===== src/rtl/flc_pkg.sv =====
package flc_pkg;
    typedef enum logic [1:0] {
        KS_IDLE  = 2'd0,
        KS_ARMED = 2'd1,
        KS_FIRE  = 2'd2
    } key_state_t;

    typedef enum logic [1:0] {
        SP_USER   = 2'b00,
        SP_EXTRA  = 2'b01,
        SP_SECURE = 2'b10,
        SP_RSVD   = 2'b11
    } space_t;

    localparam logic [3:0] KEY_ARM  = 4'h5;
    localparam logic [3:0] KEY_FIRE = 4'hA;
endpackage


===== src/rtl/flc_ctrl_reg.sv =====
module flc_ctrl_reg (
    input  logic       clk,
    input  logic       rst_n,
    input  logic       reg_wr,
    input  logic [2:0] wr_fields,
    input  logic       flash_busy,
    output logic [1:0] space_sel,
    output logic       buf_access,
    output logic [7:0] reg_rdata
);
    always_ff @(posedge clk or negedge rst_n) begin
        if (!rst_n) begin
            space_sel  <= flc_pkg::SP_USER;
            buf_access <= 1'b0;
        end else if (reg_wr) begin
            space_sel  <= wr_fields[1:0];
            buf_access <= wr_fields[2];
        end
    end

    always_comb begin
        reg_rdata = {4'b0000, flash_busy, buf_access, space_sel};
    end
endmodule


===== src/rtl/flc_latch_route.sv =====
module flc_latch_route #(
    parameter int ADDR_W     = 16,
    parameter int OFF_W      = 7,
    parameter int PAGE_W     = 8,
    parameter int DATA_W     = 8,
    parameter int LATCH_SPAN = 16'h4000
) (
    input  logic              clk,
    input  logic              rst_n,
    input  logic              mem_wr,
    input  logic [ADDR_W-1:0] mem_addr,
    input  logic [DATA_W-1:0] mem_wdata,
    input  logic              buf_access,
    input  logic              ee_en,
    output logic              latch_we,
    output logic [PAGE_W-1:0] latch_page,
    output logic [OFF_W-1:0]  latch_off,
    output logic [DATA_W-1:0] latch_data,
    output logic              ee_we,
    output logic [PAGE_W-1:0] page_src
);
    localparam logic [ADDR_W-1:0] SPAN = ADDR_W'(LATCH_SPAN);

    logic [PAGE_W-1:0] last_page;
    logic              in_window;

    always_comb begin
        in_window  = (mem_addr < SPAN);
        latch_we   = mem_wr && buf_access && in_window;
        ee_we      = mem_wr && ee_en && !buf_access;
        latch_off  = mem_addr[OFF_W-1:0];
        latch_page = mem_addr[OFF_W +: PAGE_W];
        latch_data = mem_wdata;
        page_src   = latch_we ? latch_page : last_page;
    end

    always_ff @(posedge clk or negedge rst_n) begin
        if (!rst_n) begin
            last_page <= '0;
        end else if (latch_we) begin
            last_page <= latch_page;
        end
    end
endmodule


===== src/rtl/flc_key_fsm.sv =====
module flc_key_fsm #(
    parameter int PAGE_W = 8
) (
    input  logic              clk,
    input  logic              rst_n,
    input  logic              reg_wr,
    input  logic [3:0]        key_nib,
    input  logic [1:0]        sel_in,
    input  logic              other_insn,
    input  logic              flash_busy,
    input  logic [PAGE_W-1:0] page_src,
    output logic              launch_pulse,
    output logic [1:0]        launch_op,
    output logic [PAGE_W-1:0] launch_page
);
    import flc_pkg::*;

    key_state_t state_q, state_nx;
    logic       arm_req;

    always_comb begin
        arm_req  = reg_wr && !other_insn && !flash_busy && (key_nib == KEY_ARM);
        state_nx = KS_IDLE;
        unique case (state_q)
            KS_IDLE, KS_FIRE: begin
                state_nx = arm_req ? KS_ARMED : KS_IDLE;
            end
            KS_ARMED: begin
                if (other_insn) begin
                    state_nx = KS_IDLE;
                end else if (reg_wr) begin
                    if (!flash_busy && key_nib == KEY_FIRE && sel_in != SP_RSVD)
                        state_nx = KS_FIRE;
                    else if (arm_req)
                        state_nx = KS_ARMED;
                    else
                        state_nx = KS_IDLE;
                end else begin
                    state_nx = KS_ARMED;
                end
            end
            default: state_nx = KS_IDLE;
        endcase
    end

    always_ff @(posedge clk or negedge rst_n) begin
        if (!rst_n) state_q <= KS_IDLE;
        else        state_q <= state_nx;
    end

    always_ff @(posedge clk or negedge rst_n) begin
        if (!rst_n) begin
            launch_pulse <= 1'b0;
            launch_op    <= 2'b00;
            launch_page  <= '0;
        end else begin
            launch_pulse <= (state_nx == KS_FIRE);
            if (state_nx == KS_FIRE) begin
                launch_op   <= sel_in;
                launch_page <= page_src;
            end
        end
    end
endmodule


===== src/rtl/flash_launch_ctrl.sv =====
module flash_launch_ctrl #(
    parameter int ADDR_W     = 16,
    parameter int OFF_W      = 7,
    parameter int PAGE_W     = 8,
    parameter int DATA_W     = 8,
    parameter int LATCH_SPAN = 16'h4000
) (
    input  logic              clk,
    input  logic              rst_n,
    input  logic              reg_wr,
    input  logic [7:0]        reg_wdata,
    output logic [7:0]        reg_rdata,
    input  logic              other_insn,
    input  logic              flash_busy,
    input  logic              ee_en,
    input  logic              mem_wr,
    input  logic [ADDR_W-1:0] mem_addr,
    input  logic [DATA_W-1:0] mem_wdata,
    output logic [1:0]        space_sel,
    output logic              latch_we,
    output logic [PAGE_W-1:0] latch_page,
    output logic [OFF_W-1:0]  latch_off,
    output logic [DATA_W-1:0] latch_data,
    output logic              ee_we,
    output logic              launch_pulse,
    output logic [1:0]        launch_op,
    output logic [PAGE_W-1:0] launch_page
);
    logic              buf_access;
    logic [PAGE_W-1:0] page_src;
    logic              unused_busy_bit;

    assign unused_busy_bit = reg_wdata[3];

    flc_ctrl_reg u_reg (
        .clk        (clk),
        .rst_n      (rst_n),
        .reg_wr     (reg_wr),
        .wr_fields  (reg_wdata[2:0]),
        .flash_busy (flash_busy),
        .space_sel  (space_sel),
        .buf_access (buf_access),
        .reg_rdata  (reg_rdata)
    );

    flc_latch_route #(
        .ADDR_W(ADDR_W), .OFF_W(OFF_W), .PAGE_W(PAGE_W),
        .DATA_W(DATA_W), .LATCH_SPAN(LATCH_SPAN)
    ) u_route (
        .clk        (clk),
        .rst_n      (rst_n),
        .mem_wr     (mem_wr),
        .mem_addr   (mem_addr),
        .mem_wdata  (mem_wdata),
        .buf_access (buf_access),
        .ee_en      (ee_en),
        .latch_we   (latch_we),
        .latch_page (latch_page),
        .latch_off  (latch_off),
        .latch_data (latch_data),
        .ee_we      (ee_we),
        .page_src   (page_src)
    );

    flc_key_fsm #(.PAGE_W(PAGE_W)) u_fsm (
        .clk          (clk),
        .rst_n        (rst_n),
        .reg_wr       (reg_wr),
        .key_nib      (reg_wdata[7:4]),
        .sel_in       (reg_wdata[1:0]),
        .other_insn   (other_insn),
        .flash_busy   (flash_busy),
        .page_src     (page_src),
        .launch_pulse (launch_pulse),
        .launch_op    (launch_op),
        .launch_page  (launch_page)
    );
endmodule


===== config.mk =====
export PLATFORM = sky130hd
export DESIGN_NAME = flash_launch_ctrl
export DESIGN_NICKNAME = d
export VERILOG_FILES = /design/src/rtl/flc_pkg.sv /design/src/rtl/flc_ctrl_reg.sv /design/src/rtl/flc_latch_route.sv /design/src/rtl/flc_key_fsm.sv /design/src/rtl/flash_launch_ctrl.sv
export SDC_FILE = /design/constraint.sdc
export NUM_CORES = 1
export LEC_CHECK = 0
export ABC_AREA = 1
export BUFFER_PORTS_ARGS = -buffer_cell sky130_fd_sc_hd__buf_2
export CORE_ASPECT_RATIO = 0.9
export CORE_MARGIN = 5
export CORE_UTILIZATION = 44
export DETAILED_ROUTE_END_ITERATION = 16
export PLACE_DENSITY_LB_ADDON = 0.2
export SLEW_MARGIN = 15
export SYNTH_ARGS = -nofsm -noshare
export SYNTH_HDL_FRONTEND = slang
export SYNTH_SLANG_ARGS = --single-unit

===== constraint.sdc =====
create_clock -name clk -period 2.67 [get_ports clk]
set_input_delay 0.534 -clock clk [delete_from_list [all_inputs] [get_ports clk]]
set_output_delay 0.534 -clock clk [all_outputs]
set_load 0.01 [all_outputs]

==> Yosys cells after proc, flatten, opt, wreduce, memory -nomap -nowiden <==
Cells that the tools add are included.
W data, S select, Z words.
{ "word_totals": {"ff_bits": 24, "out_inout_bits": 46} }
{ "op_classes": {"magnitude_cmp": 1, "eq_ne": 6, "n_mux": 6, "n_reduce_logical": 14} }
{ "ops": {"columns": ["op", "n"], "rows": [
  ["$lt A16 B15 Y1 const B", 1],
  ["$logic_and A1 B1 Y1", 9],
  ["$mux W8", 1],
  ["$mux W2", 3],
  ["$eq A2 B2 Y1 const B", 2],
  ["$eq A4 B3 Y1 const B", 1],
  ["$eq A4 B4 Y1 const B", 1],
  ["$pmux W2 S2", 1],
  ["$logic_not A1 Y1", 3],
  ["$eq A2 B1 Y1 const B", 1],
  ["$logic_not A2 Y1", 1],
  ["$ne A2 B2 Y1 const B", 1],
  ["$reduce_or A2 Y1", 1],
  ["$mux W1", 1]
]} }

==> Longest topological paths before layout <==
Gate-level depths: netlist of run 1.
{ "depth": {"word_depth": 10, "ltp_mapped": 7} }

==> Cells and area by module <==
From an unflattened synthesis of run 1, not the netlist that was laid out.
{ "unflattened": {"cells_unflattened": 156, "hier_area_um2": 1282.5} }
{ "modules_own_cells": {"columns": ["mod", "instances", "cells_each", "area_each_um2"], "rows": [
  ["flc_key_fsm", 1, 73, 596.8],
  ["flc_latch_route", 1, 61, 509.2],
  ["flc_ctrl_reg", 1, 22, 176.4]
]} }

==> Worst setup path after synthesis of run 1 <==
No wires, ideal clock.
{ "synth_path": {"kind": "input port to output port", "start": "in mem_addr[14]", "end": "out latch_we", "arrival_ns": 1.023, "path_slack_ns": 1.113, "path_stages": 3, "path_cell_list": "nor2_2 nand2_2 inv_1"} }
{ "synth_via": {"elab_chain_cells": 2} }
{ "synth_lines": {"columns": ["item", "line", "source"], "rows": [
  ["start: declaration", "flash_launch_ctrl.sv:17", "input logic [ADDR_W-1:0] mem_addr,"],
  ["$lt A16 B15 Y1", "flc_latch_route.sv:28", "in_window = (mem_addr < SPAN);"],
  ["$logic_and A1 B1 Y1", "flc_latch_route.sv:29", "latch_we = mem_wr && buf_access && in_window;"],
  ["end: declaration", "flash_launch_ctrl.sv:20", "output logic latch_we,"]
]} }
Every way passes these cells.

==> Worst setup path after layout of run 1 <==
Ends and elaborated chain as after synthesis.

==> impl_summary.txt, run 1 <==
----------------------------------------------------
[Logic synthesis]
  Most used standard cells in the synthesized netlist ... nand2_1 (62), buf_4 (31), dfrtp_1 (24)
  Top-area cell type share of the netlist area ... 47.43%
  Mapped Area ... 1266 um2
  Sequential area share after synthesis ... 47.43%
  Number of distinct standard cells referenced by the synthesized netlist ... 16
  Avg Synthesized Cell Area ... 8.222 um2
  Register bit count reported by yosys ... 24
  Mapped Cells ... 154
  Post-synth top flop ... dfrtp_1
  Most repeated cell in the gate-level netlist after synthesis ... nand2_1
  Asr flop ratio synth ... 100.0%
  Yosys synthesis warning count ... 0
  Number of flops mapped to enable cells by yosys ... 0
  Post-synthesis cell type with the largest combined area ... dfrtp_1
  Leading cell types by total area after synthesis ... dfrtp_1 (47%), buf_4 (18%), nand2_1 (18%), nand3_1 (4.3%), inv_1 (1.8%)

[Drt]
  Wirelength per Cell ... 11.60 um
  Post-DRT Antenna Nets ... 0
  Number of vias after detailed routing ... 962
  Number of remaining DRC errors ... 0
  First-pass detailed-route iteration total ... 4
  1st-iter DRT viols ... 22
  Via count normalized by instance count ... 4.413
  Final Routed Wirelength ... 2.529 mm

[Clock network]
  TritonCTS clock tree ... built
  TritonCTS Buffers ... 3
  Post-CTS setup buffers ... 0
  Number of buffers between clock root and the deepest sink ... 2
  Reg clk slew, reported paths ... 0.11 ns
  Clock network latency to the later pin of the worst-skew pair ... 0.29 ns
  Number of hold buffers added after cts ... 0
  Htree depth ... 1
  Number of clock sinks ... 24
  Buffer cell driving the clock tree root ... clkbuf_4
  Number of gates given a new drive strength after cts ... 0

[Pwr]
  Power density over the cells ... 477.8 nW/um2
  Leak pwr ... 0.8474 nW
  Int Power ... 0.4819 mW
  Total design power ... 0.6510 mW
  Maximum vdd ir drop ... 0.2028 mV
  Proportion of power drawn by the clock network ... 22.2%
  Switching Power ... 0.1691 mW
  Fraction of power spent switching nets ... 25.97%
  Sequential cell fraction of total power ... 61.5%
  Logic pwr share ... 16.3%

[Cells and area]
  Fin nets ... 219
  Multi-input combinational cell area ... 414.1 um2
  Number of fill cells in the layout ... 293
  Final instance count without filler cells ... 218
  Relative area change from synthesis to final layout ... 7.609%
  Combined flip-flop and latch cell area ... 600.6 um2
  Layout cells sized above 1 ... 33.71%
  Ant. Diodes ... 0

[STA]
  Max-slew violations ... 0
  Final worst slack ... 0.8596 ns
  Final-report setup violation count ... 0
  Setup clock skew after layout ... 0.001256 ns
  Final hold vios ... 0
  Worst Max-Slew Pin Slew ... 0.5048 ns
  Crit path time final ... 1.810 ns
  Share of the clock period used by the worst path after layout ... 67.80%
  RSZ-0062 raised after global routing ... no
  Fmax ... 0.5524 GHz
  Setup TNS after final layout ... 0 ns
  Worst rel slew slack ... 66.35%

[GRT]
  Initial antenna violation count ... 0
  Pin count of the biggest net entering global routing ... 25
  Global route total overflow ... 0
  Wire length of the first global-routing pass ... 4.146 mm
  GRT Util Overall ... 13.29%
  Number of global-route vias before repair ... 967

[Placed design]
  Half-perimeter wire length of the detailed placement result ... 2.077 mm
  Number of input and output port buffers inserted ... 49
  Number of placed instances with taps included ... 215
  Post-place setup slack ... 0.8522 ns
  Final Wtd Congestion ... 0.8226

[Die]
  Chip height ... 60.89 um
  Core Rows ... 18
  Number of top-level pins ... 85
  Starting density of the core ... 46.08%
  Placeable core area ... 2748 um2
  Overall die width ... 66.55 um
  Die Area ... 4052 um2

[Worst setup path]
  Worst endpoint required time ... 2.14 ns
  Type of the worst setup path ... input port to output pin
  Endpoint arrival time on the critical path ... 1.28 ns
  Kind of start point of the critical path ... input port
  Worst-path maximum fanout ... 9
  Crit. End Element ... output pin

[Worst hold path]
  Type of the tightest min-delay check ... input port to async pin

[Flow run]
  Max-cap check violation count ... 0

[Outcome]
  Run status ... completed

----------------------------------------------------
cell usage in the layout, fill, tap and decap left out, drive strengths merged, types with 2 or more instances in the layout:
cell	instances
nand3b	2
nand2	65
inv	8
nand3	11
dfrtp	24
clkbuf	3
buf	49
conb	4
nor2	9
metrics by stage:
stage	hold WS, ns	cell area, um2	util (%)
3_3_place_gp	0.4571	1340	48.77
2_1_floorplan	0.2384	1277	-
4_1_cts	0.1949	1363	49.59
3_5_place_dp	0.4573	1340	48.77
5_1_grt	0.2032	1363	49.59
6_report	0.1868	1363	49.59
worst paths after layout:
kind | start | cells past startpoint | end | slack [ns]
worst max-delay path | mem_addr[14] | 5 | latch_we | 0.86
worst max register to register | u_fsm.state_q[1]$_DFF_PN0_ | 7 | u_fsm.launch_page[6]$_DFFE_PN0N_ | 1.54
worst min-delay path | rst_n | 1 | u_fsm.launch_pulse$_DFF_PN0_ | 0.19
min in group clk | reg_wdata[2] | 3 | u_reg.buf_access$_DFFE_PN0P_ | 0.44
max in group asynchronous | rst_n | 1 | u_fsm.state_q[0]$_DFF_PN0_ | 2.14
worst min register to register | u_fsm.launch_op[1]$_DFFE_PN0N_ | 2 | u_fsm.launch_op[1]$_DFFE_PN0N_ | 0.48
layout make-up:
type                            count  share of cell area [%]
Sequential cell                    24                   44.08
Tap cell                           40                   3.673
Timing Repair Buffer               49                   18.00
Multi-Input combinational cell     94                   30.39
Inverter                            8                   2.204
Clock buffer                        3                   1.653
critical path: stages:
cell and delay [ns]:
buf_2 0.11, nor2_2 0.28, nand2_2 0.16, inv_1 0.07, buf_2 0.12
power groups by stage:
stage               registers, mW  logic, mW  clock network, mW
global route                0.404      0.122              0.174
CTS                         0.401      0.109              0.156
detailed placement          0.408      0.108                  0
floorplan                   0.408     0.0932                  0
finish                      0.401      0.106              0.145
global placement            0.407      0.105                  0
logic make-up (layout without fill, tap and decap cells):
| logic type | after synthesis | count (layout) | synth area share (%) |
|---|---|---|---|
| flops | 24 | 24 | 47.43 |
| compound gates | 2 | 2 | 0.9880 |
| other cells | 1 | 4 | 0.2962 |
| simple gates | 88 | 88 | 30.53 |
| buf+inv | 39 | 60 | 20.75 |
sequential cells by signal, indices dropped and copies added, names as in the netlist:
| name | flops |
|---|---|
| u_fsm.launch_op | 2 |
| u_fsm.launch_pulse | 1 |
| u_fsm.state_q | 2 |
| u_reg.buf_access | 1 |
| u_reg.space_sel | 2 |
| u_route.last_page | 8 |
| u_fsm.launch_page | 8 |
metal layers:
metal  wire, um  GRT usage, %  vias to the layer above
met2       1150         22.32                       33
met4         78         7.536                        0
met3        203         2.037                       18
met5          0             0                        -
met1       1097         16.47                      424
li1           -             -                      487
Power figures use the tool's default switching activity.
==> run 2, diff against run 1 <==
--- a/config.mk
+++ b/config.mk
@@ -9,7 +9,7 @@
 export BUFFER_PORTS_ARGS = -buffer_cell sky130_fd_sc_hd__buf_2
 export CORE_ASPECT_RATIO = 0.9
 export CORE_MARGIN = 5
-export CORE_UTILIZATION = 44
+export CORE_UTILIZATION = 37
 export DETAILED_ROUTE_END_ITERATION = 16
 export PLACE_DENSITY_LB_ADDON = 0.2
 export SLEW_MARGIN = 15
==> constraint.sdc (replaced) <==
create_clock -name clk -period 1.5 [get_ports clk]
set_input_delay 0.3 -clock clk [delete_from_list [all_inputs] [get_ports clk]]
set_output_delay 0.3 -clock clk [all_outputs]
set_load 0.01 [all_outputs]
==> impl_summary.txt, run 2 (same netlist as run 1, synthesis figures left out) <==
----------------------------------------------------
[STA]
  Final hold vios ... 0 (unchanged)
  Fmax ... 0.7211 GHz
  Worst Max-Slew Pin Slew ... 0.5231 ns (+0.01830 ns)
  Crit path time final ... 1.387 ns
  Worst rel slew slack ... 65.13% (-1.2 points)
  Share of the clock period used by the worst path after layout ... 92.45%
  Max-slew violations ... 0 (unchanged)
  Final-report setup violation count ... 0 (unchanged)
  RSZ-0062 raised after global routing ... no
  Setup TNS after final layout ... 0 ns (unchanged)
  Setup clock skew after layout ... 0.001376 ns (+0.0001195 ns)

[Clock network]
  Number of hold buffers added after cts ... 0 (unchanged)
  Number of clock sinks ... 24 (unchanged)
  Htree depth ... 1 (unchanged)
  TritonCTS Buffers ... 3 (unchanged)
  Number of buffers between clock root and the deepest sink ... 2 (unchanged)
  Clock network latency to the later pin of the worst-skew pair ... 0.25 ns (-0.04 ns)
  TritonCTS clock tree ... built
  Reg clk slew, reported paths ... 0.07 ns (-0.04 ns)
  Buffer cell driving the clock tree root ... clkbuf_8

[Worst setup path]
  Kind of start point of the critical path ... flop
  Worst Setup SP ... u_reg.buf_access$_DFFE_PN0P_
  Endpoint arrival time on the critical path ... 1.09 ns (-0.19 ns)
  R2R Path Start ... u_fsm.state_q[1]$_DFF_PN0_
  Crit. End Element ... output pin
  Type of the worst setup path ... flop to output pin
  R2R cell count ... 7 (unchanged)
  Worst-path maximum fanout ... 9 (unchanged)
  Worst endpoint required time ... 1.20 ns (-0.94 ns)

[Drt]
  Post-DRT Antenna Nets ... 0 (unchanged)
  1st-iter DRT viols ... 38 (+73%)
  Number of remaining DRC errors ... 0 (unchanged)
  Via count normalized by instance count ... 4.347 (-1.5%)
  Wirelength per Cell ... 11.54 um (-0.51%)
  Final Routed Wirelength ... 2.597 mm (+2.7%)
  Number of vias after detailed routing ... 978 (+1.7%)
  First-pass detailed-route iteration total ... 4 (unchanged)

[GRT]
  GRT Util Overall ... 11.24% (-2.0 points)
  Wire length of the first global-routing pass ... 4.236 mm (+2.2%)
  Number of global-route vias before repair ... 1,003 (+3.7%)
  Global route total overflow ... 0 (unchanged)
  Initial antenna violation count ... 0 (unchanged)
  Pin count of the biggest net entering global routing ... 25 (unchanged)

[Cells and area]
  Multi-input combinational cell area ... 419.2 um2 (+1.2%)
  Ant. Diodes ... 0 (unchanged)
  Fin nets ... 222 (+1.4%)
  Number of fill cells in the layout ... 366 (+25%)
  Most common cell after layout, fill and taps aside ... nand2_1
  Relative area change from synthesis to final layout ... 11.86%
  Combined flip-flop and latch cell area ... 600.6 um2 (unchanged)
  Final standard cell area without fillers ... 1416 um2 (+3.9%)
  Largest registers in the final layout ... u_fsm.launch_page: 8 flops, u_route.last_page: 8 flops
  Layout cells sized above 1 ... 34.81% (+1.1 points)
  Most used cells in the layout excluding fill and tap cells ... nand2_1 (62), buf_2 (49), dfrtp_1 (24)

[Die]
  Placeable core area ... 3328 um2 (+21%)
  Starting density of the core ... 38.05% (-8.0 points)
  Core Rows ... 20 (+2)
  Overall die width ... 71.67 um (+7.7%)
  Die Area ... 4694 um2 (+16%)
  Chip height ... 65.50 um (+7.6%)
  Number of top-level pins ... 85 (unchanged)

[Placed design]
  Half-perimeter wire length of the detailed placement result ... 2.076 mm (about the same)
  Placement Cell Area ... 1360 um2 (+1.5%)
  Number of input and output port buffers inserted ... 49 (unchanged)
  Final Wtd Congestion ... 0.7705 (-6.3%)

[Pwr]
  Total design power ... 1.265 mW (+94%)
  Maximum vdd ir drop ... 0.2656 mV (+31%)
  Leak pwr ... 0.8803 nW (+3.9%)
  Power density over the cells ... 892.9 nW/um2 (+87%)

[Outcome]
  Run status ... completed

[Flow run]
  Max-cap check violation count ... 0 (unchanged)

[Worst hold path]
  Type of the tightest min-delay check ... input port to async pin

----------------------------------------------------
-- run 2: worst max-delay path, stage by stage, from the launching register on --
cell and delay (ns):
dfrtp_1 0.39, nand2_1 0.10, inv_4 0.07, nand2_4 0.09, inv_1 0.04, buf_2 0.13
-- run 2: path summary, 6_finish.rpt --
path	slack, ns	endpoint
max	0.11	latch_we
max in group asynchronous	1.14	u_reg.buf_access$_DFFE_PN0P_
max reg2reg	0.35	u_fsm.launch_page[4]$_DFFE_PN0N_
min in group clk	0.25	u_reg.buf_access$_DFFE_PN0P_
min	0.01	u_route.last_page[1]$_DFF_PN0_
min reg2reg	0.48	u_route.last_page[2]$_DFF_PN0_
-- run 2: stage by stage --
step,hold slack (ns),cells,setup slack [ns],utilization (%)
floorplan,0.004409,157,0.4108,-
global placement,0.3107,221,0.2884,40.86
detailed placement,0.3133,221,0.2862,40.86
CTS,0.02824,224,0.003513,42.11
global route,0.05914,225,0.01505,42.56
finish,0.01096,225,0.1133,42.56
-- run 2: timing repair --
item                       in CTS  in global routing
setup endpoints to repair       0                  1
setup buffers                   0                  1
gates resized for setup         0                  2
-- run 2: power breakdown --
group | switching [mW] | internal (mW)
Clock | 0.177 | 0.179
Sequential | 0.0159 | 0.697
Combinational | 0.122 | 0.0735
-- run 2: routing by layer --
layer  up-vias  wire length [um]  track usage (%)  share of wire (%)
li1        494                 -                -                  -
met3        20               218            2.141                8.4
met4         0                87            7.042                3.4
met1       426              1102            13.70                 42
met5         -                 0                0                  0
met2        38              1189            18.23                 46
-- run 2: area by class of cell --
class	instances	area share, %
Inverter	8	2.297
Timing Repair Buffer	52	18.90
Multi-Input combinational cell	94	29.59
Clock buffer	3	2.915
Sequential cell	24	42.40
Tap cell	44	3.887
